### src/rtl/busclk_pkg.sv
package busclk_pkg;

    typedef enum logic {
        CLK_RUN  = 1'b0,
        CLK_HALT = 1'b1
    } clk_state_e;

    typedef struct packed {
        logic e_lvl;
        logic ph_int;
        logic ph_acc;
        logic pad_val;
        logic pad_oe;
    } bus_pins_t;

    // True while the phase index lies in the high (data access) half
    function automatic logic in_access_half(input int unsigned idx,
                                            input int unsigned low_cnt);
        return (idx >= low_cnt);
    endfunction

    // Pad stays enabled unless single-chip operation asks for it off
    function automatic logic pad_enable(input logic single_chip,
                                        input logic disable_req);
        return !(single_chip && disable_req);
    endfunction

endpackage

### src/rtl/busclk_phase_ctr.sv
module busclk_phase_ctr
    import busclk_pkg::*;
#(
    parameter int unsigned DIV = 4,
    localparam int unsigned W = (DIV > 2) ? $clog2(DIV) : 1
) (
    input  logic         clk,
    input  logic         rst,
    input  logic         stop_req,
    output logic [W-1:0] ph_idx,
    output logic         halted,
    output logic         period_end
);
    localparam logic [W-1:0] LAST = W'(DIV - 1);

    clk_state_e   state_q;
    logic [W-1:0] idx_q;

    always_ff @(posedge clk) begin
        if (rst) begin
            idx_q   <= '0;
            state_q <= CLK_RUN;
        end else begin
            unique case (state_q)
                CLK_RUN: begin
                    if (idx_q == LAST) begin
                        idx_q <= '0;
                        if (stop_req) state_q <= CLK_HALT;
                    end else begin
                        idx_q <= idx_q + 1'b1;
                    end
                end
                CLK_HALT: begin
                    idx_q <= '0;
                    if (!stop_req) state_q <= CLK_RUN;
                end
                default: state_q <= CLK_RUN;
            endcase
        end
    end

    assign ph_idx     = idx_q;
    assign halted     = (state_q == CLK_HALT);
    assign period_end = (state_q == CLK_RUN) && (idx_q == LAST);
endmodule

### src/rtl/busclk_fetch_strobe.sv
module busclk_fetch_strobe (
    input  logic clk,
    input  logic rst,
    input  logic period_end,
    input  logic stop_req,
    input  logic insn_start,
    output logic pull_low
);
    logic pull_q;

    always_ff @(posedge clk) begin
        if (rst) begin
            pull_q <= 1'b0;
        end else if (period_end) begin
            // a halt taken at this boundary overrides the fetch
            pull_q <= insn_start && !stop_req;
        end
    end

    assign pull_low = pull_q;
endmodule

### src/rtl/busclk_pin_ctl.sv
module busclk_pin_ctl
    import busclk_pkg::*;
#(
    parameter int unsigned DIV     = 4,
    parameter int unsigned LOW_CNT = 2,
    localparam int unsigned W = (DIV > 2) ? $clog2(DIV) : 1
) (
    input  logic [W-1:0] ph_idx,
    input  logic         halted,
    input  logic         single_chip,
    input  logic         e_pin_disable,
    output bus_pins_t    pins
);
    logic hi_half;

    always_comb begin
        hi_half      = in_access_half(int'(ph_idx), LOW_CNT);
        pins.e_lvl   = !halted && hi_half;
        pins.ph_int  = !halted && !hi_half;
        pins.ph_acc  = !halted && hi_half;
        pins.pad_val = pins.e_lvl;
        pins.pad_oe  = pad_enable(single_chip, e_pin_disable);
    end
endmodule

### src/rtl/busclk_gen.sv
module busclk_gen
    import busclk_pkg::*;
#(
    parameter int unsigned DIV     = 4,
    parameter int unsigned LOW_CNT = DIV / 2
) (
    input  logic clk,
    input  logic rst,
    input  logic stop_req,
    input  logic single_chip,
    input  logic e_pin_disable,
    input  logic insn_start,
    output logic e_int,
    output logic ph_internal,
    output logic ph_access,
    output logic e_pin,
    output logic e_pin_oe,
    output logic fetch_pull_low
);
    localparam int unsigned W = (DIV > 2) ? $clog2(DIV) : 1;

    logic [W-1:0] ph_idx;
    logic         halted;
    logic         period_end;
    bus_pins_t    pins;

    busclk_phase_ctr #(.DIV(DIV)) u_ctr (
        .clk        (clk),
        .rst        (rst),
        .stop_req   (stop_req),
        .ph_idx     (ph_idx),
        .halted     (halted),
        .period_end (period_end)
    );

    busclk_fetch_strobe u_fetch (
        .clk        (clk),
        .rst        (rst),
        .period_end (period_end),
        .stop_req   (stop_req),
        .insn_start (insn_start),
        .pull_low   (fetch_pull_low)
    );

    busclk_pin_ctl #(.DIV(DIV), .LOW_CNT(LOW_CNT)) u_pins (
        .ph_idx        (ph_idx),
        .halted        (halted),
        .single_chip   (single_chip),
        .e_pin_disable (e_pin_disable),
        .pins          (pins)
    );

    assign e_int       = pins.e_lvl;
    assign ph_internal = pins.ph_int;
    assign ph_access   = pins.ph_acc;
    assign e_pin       = pins.pad_val;
    assign e_pin_oe    = pins.pad_oe;
endmodule

### config.mk
export PLATFORM = sky130hd
export DESIGN_NAME = busclk_gen
export DESIGN_NICKNAME = d
export VERILOG_FILES = /design/src/rtl/busclk_pkg.sv /design/src/rtl/busclk_phase_ctr.sv /design/src/rtl/busclk_fetch_strobe.sv /design/src/rtl/busclk_pin_ctl.sv /design/src/rtl/busclk_gen.sv
export SDC_FILE = /design/constraint.sdc
export NUM_CORES = 1
export LEC_CHECK = 0
export CORE_AREA = 3 3 40 42
export CTS_CLUSTER_SIZE = 14
export DETAILED_ROUTE_END_ITERATION = 7
export DIE_AREA = 0 0 43 45
export PLACE_DENSITY = 0.48
export SETUP_SLACK_MARGIN = 0.05
export SYNTH_ARGS = -nofsm -noshare
export SYNTH_HDL_FRONTEND = slang
export SYNTH_SLANG_ARGS = --single-unit
### constraint.sdc
create_clock -name clk -period 2.6 [get_ports clk]
set_input_delay 0.52 -clock clk [delete_from_list [all_inputs] [get_ports clk]]
set_output_delay 0.52 -clock clk [all_outputs]
set_load 0.05 [all_outputs]
==> results <==
==> where the power goes <==
| group | switching [mW] | leakage, nW | internal, mW |
|---|---|---|---|
| sequential | 0.00504 | 0.0328 | 0.0676 |
| combinational | 0.0864 | 0.0791 | 0.0450 |
| clock | 0.0221 | 0.0138 | 0.0514 |
| total | 0.114 | 0.126 | 0.164 |
==> layout make-up <==
class / count / area (µm²)
fillers: 142 / 963
repair buffers: 11 / 108
multi-input cells: 13 / 85.1
flip-flops and latches: 4 / 80.1
clock buffers: 3 / 22.5
well taps: 15 / 18.8
inverters: 2 / 7.51
==> worst paths after layout <==
kind / from / endpoint / slack, ns / depth (start not counted)
worst max-delay path: u_ctr.ph_idx[0]$_SDFF_PP0_ / ph_internal / 0.25 / 4
worst min-delay path: u_ctr.ph_idx[0]$_SDFF_PP0_ / u_ctr.ph_idx[0]$_SDFF_PP0_ / 0.45 / 1
worst max register to register: u_ctr.ph_idx[1]$_SDFF_PP0_ / u_fetch.pull_low$_SDFFE_PP0P_ / 1.23 / 4
worst min register to register: u_ctr.ph_idx[0]$_SDFF_PP0_ / u_ctr.ph_idx[0]$_SDFF_PP0_ / 0.45 / 1
==> per-stage QoR <==
stage                     utilization, %  instances  total power [mW]
after floorplan                        -         21             0.171
after global placement              23.3         45             0.204
after detailed placement            23.3         45             0.205
after CTS                           25.0         48             0.283
after global routing                25.0         48             0.292
final                               25.0         48             0.278
==> sequential cells by signal (all words and copies together) (netlist names) <==
name	count
u_fetch.pull_low	1
u_ctr.ph_idx	2
u_ctr.halted	1
==> cells by family (layout without fill, tap and decap cells) <==
| group | count (synthesis) | count (layout) | synth area share [%] |
|---|---|---|---|
| buf+inv | 4 | 16 | 12.0 |
| compound gates | 2 | 2 | 5.33 |
| simple gates | 9 | 9 | 26.7 |
| fa+ha+maj | 2 | 2 | 13.3 |
| flops | 4 | 4 | 42.7 |
==> per-layer routing <==
metal | track usage (%) | wire (µm)
met5 | 0 | 0
met4 | 3.61 | 0
met3 | 5.58 | 76
met2 | 7.19 | 132
met1 | 5.30 | 171
==> cell usage in the layout (no fill, tap or decap) <==
cell	netlist	layout
clkdlybuf4s50_1	0	10
dfxtp_1	4	4
nor2_1	3	3
clkbuf_4	0	3
nor4_1	2	2
ha_1	2	2
nand2_1	1	1
inv_1	1	1
nor3_1	1	1
inv_2	1	1
o21ai_0	1	1
or4b_1	1	1
a21oi_1	1	1
nor3b_1	1	1
buf_4	2	1
==> critical path, delay by kind of cell (launching register included) <==
family | cells | cell delay [ns]
fa+ha+maj | 1 | 0.20
buf+inv | 2 | 0.88
simple gates | 1 | 0.18
flops | 1 | 0.34
==> results.md <==
Timing:
- The setup slack of the critical path after layout is 0.249 ns.
- The worst pin sits at a relative slew slack of 66.7%.
- The final-layout setup total negative slack is 0 ns.
- The share of the clock period used by the worst path is 90.4%.
- The count of final setup violators is 0.
- The worst hold slack is 0.450 ns.
- The routed design could run at a clock period as short as 2.35 ns.
- The max-slew violation count is 0.
- Derived from the worst setup path, the maximum achievable clock frequency is 0.425 GHz.
- Setup repair after global routing left no endpoint under its margin.
- The transition time at the pin with the least slew margin is 0.498 ns.
- On the final layout, the worst clock skew is 0.00214 ns.
- The count of final hold-check violations is 0.

Synthesis:
- The total of warnings raised by yosys is 0.
- The fraction of post-synthesis cell area in the top cell type by area is 42.7%.
- The synthesized net count is 29.
- The number of instances in the synthesized netlist is 21.
- The count of flip-flops with a built-in enable after synthesis is 0.
- The synthesized area per cell is 8.94 µm².
- The number of register bits inferred by synthesis is 4.
- The fraction of synthesis flops using an asynchronous set or reset pin is 0%.
- The prevailing post-synth register cell is dfxtp_1.
- Of all cell types, the one taking the most synthesized area is dfxtp_1.
- The unique cell type count in the Yosys netlist is 13.
- By area the synthesized netlist is led by dfxtp_1 (43%), ha_1 (13%), buf_4 (8.0%), nor4_1 (6.7%), nor2_1 (6.0%).
- The synthesized netlist occupies a cell area of 188 µm².
- In the synthesized netlist, the cells that appear most often are dfxtp_1 (4), nor2_1 (3), buf_4 (2), ha_1 (2), nor4_1 (2).
- In the post-synthesis netlist, the cell with the most instances is dfxtp_1.
- The share of the Yosys chip area taken by registers is 42.7%.

Clock tree:
- In this run, post-CTS repair resized a total of 0 instances.
- The number of setup buffers added after CTS is 0.
- The clock passes through at most 2 buffers.
- After clock tree synthesis, the clock-pin slew on the worst setup and hold paths is 0.04 ns.
- The latest clock arrival within the worst-skew pair is 0.23 ns.
- In this run the clock root is driven by a clkbuf_4.
- The CTS tree is done.
- Counting every sink on the clock net gives 4.
- CTS built an H-tree with a depth of 1.
- Buffers inserted to repair hold after CTS numbered 0.
- The number of clock buffers inserted by TritonCTS is 3.

Setup path:
- The largest fanout on the critical path is 3.
- Walking the worst path, the cells encountered are inv_1 -> ha_1 -> nor3_1 -> clkdlybuf4s50_1.
- The cell at the slowest stage of the critical path is clkdlybuf4s50_1.
- STA puts the critical path data arrival time at 1.83 ns.
- The capturing element type of the critical path is an output port.
- The category of the worst setup path launch point is a register.
- The critical path is of the reg -> out type.
- On the worst path, the slowest cell contributes a delay of 0.83 ns.
- At the worst endpoint, the required time is 2.08 ns.

Global routing:
- The number of global-route vias before repair was 196.
- For this run the aggregate overflow at the end of global routing stands at 0.
- The total global-route track usage is 5.50%.
- The largest net degree at the start of global routing is 8.
- The number of antenna violations at the first check in global routing is 0.
- The first global-routing pass estimated 738 µm of wire.

Placed design:
- The placer congestion estimate is 0.618.
- The post-placement worst setup slack is 0.491 ns.
- The number of input and output port buffers inserted is 11.
- The wire-length estimate of the detail-placed layout is 299 µm.
- The cell area reported after detailed placement is 299 µm².

Finish:
- In the final layout, the share of cells above drive strength 1 is 15.2%.
- The area added between synthesis and finish is 71.3%.
- The repair_antennas step left the layout with diodes totalling 0.
- The final layout contains 43 nets.
- After routing the design area is 322 µm².

Route:
- The final route contains 188 vias.
- The first routing iteration left 2 violations.
- After detailed routing, the number of remaining DRC violations is 0.
- In the final routed layout, each cell accounts on average for 7.92 µm.
- The via density per instance is 3.92.
- The final layout contains routed wiring with a total length of 380 µm.
- The count of nets left with antenna violations after detail routing is 0.
- The iteration count of the initial detailed-routing pass is 2.

Power and ir drop:
- Across the VDD grid, the largest voltage drop is 0.000245 V.
- Summed over all cells, the static leakage comes to 0.126 nW.
- Power spread over the standard cell area amounts to 863 nW/µm².

Floorplanning:
- The effective utilization at floorplan is 14.6%.
- The die is 45 µm tall.
- The die width is 43 µm.
- The total core area is 1280 µm².
- In this run the count of I/O pins placed on the die edge is 12.
- The die area is 1940 µm².
- Row generation in the floorplan step produced 13 rows.

Worst hold path:
- The worst min-delay path category is reg -> reg.

Run status:
- The flow ran to the end, and the final reports show no timing, DRC or antenna violations.

Flow run:
- The number of violations of the max-capacitance limit is 0.
Note: power is estimated with default switching activity, not from simulation.
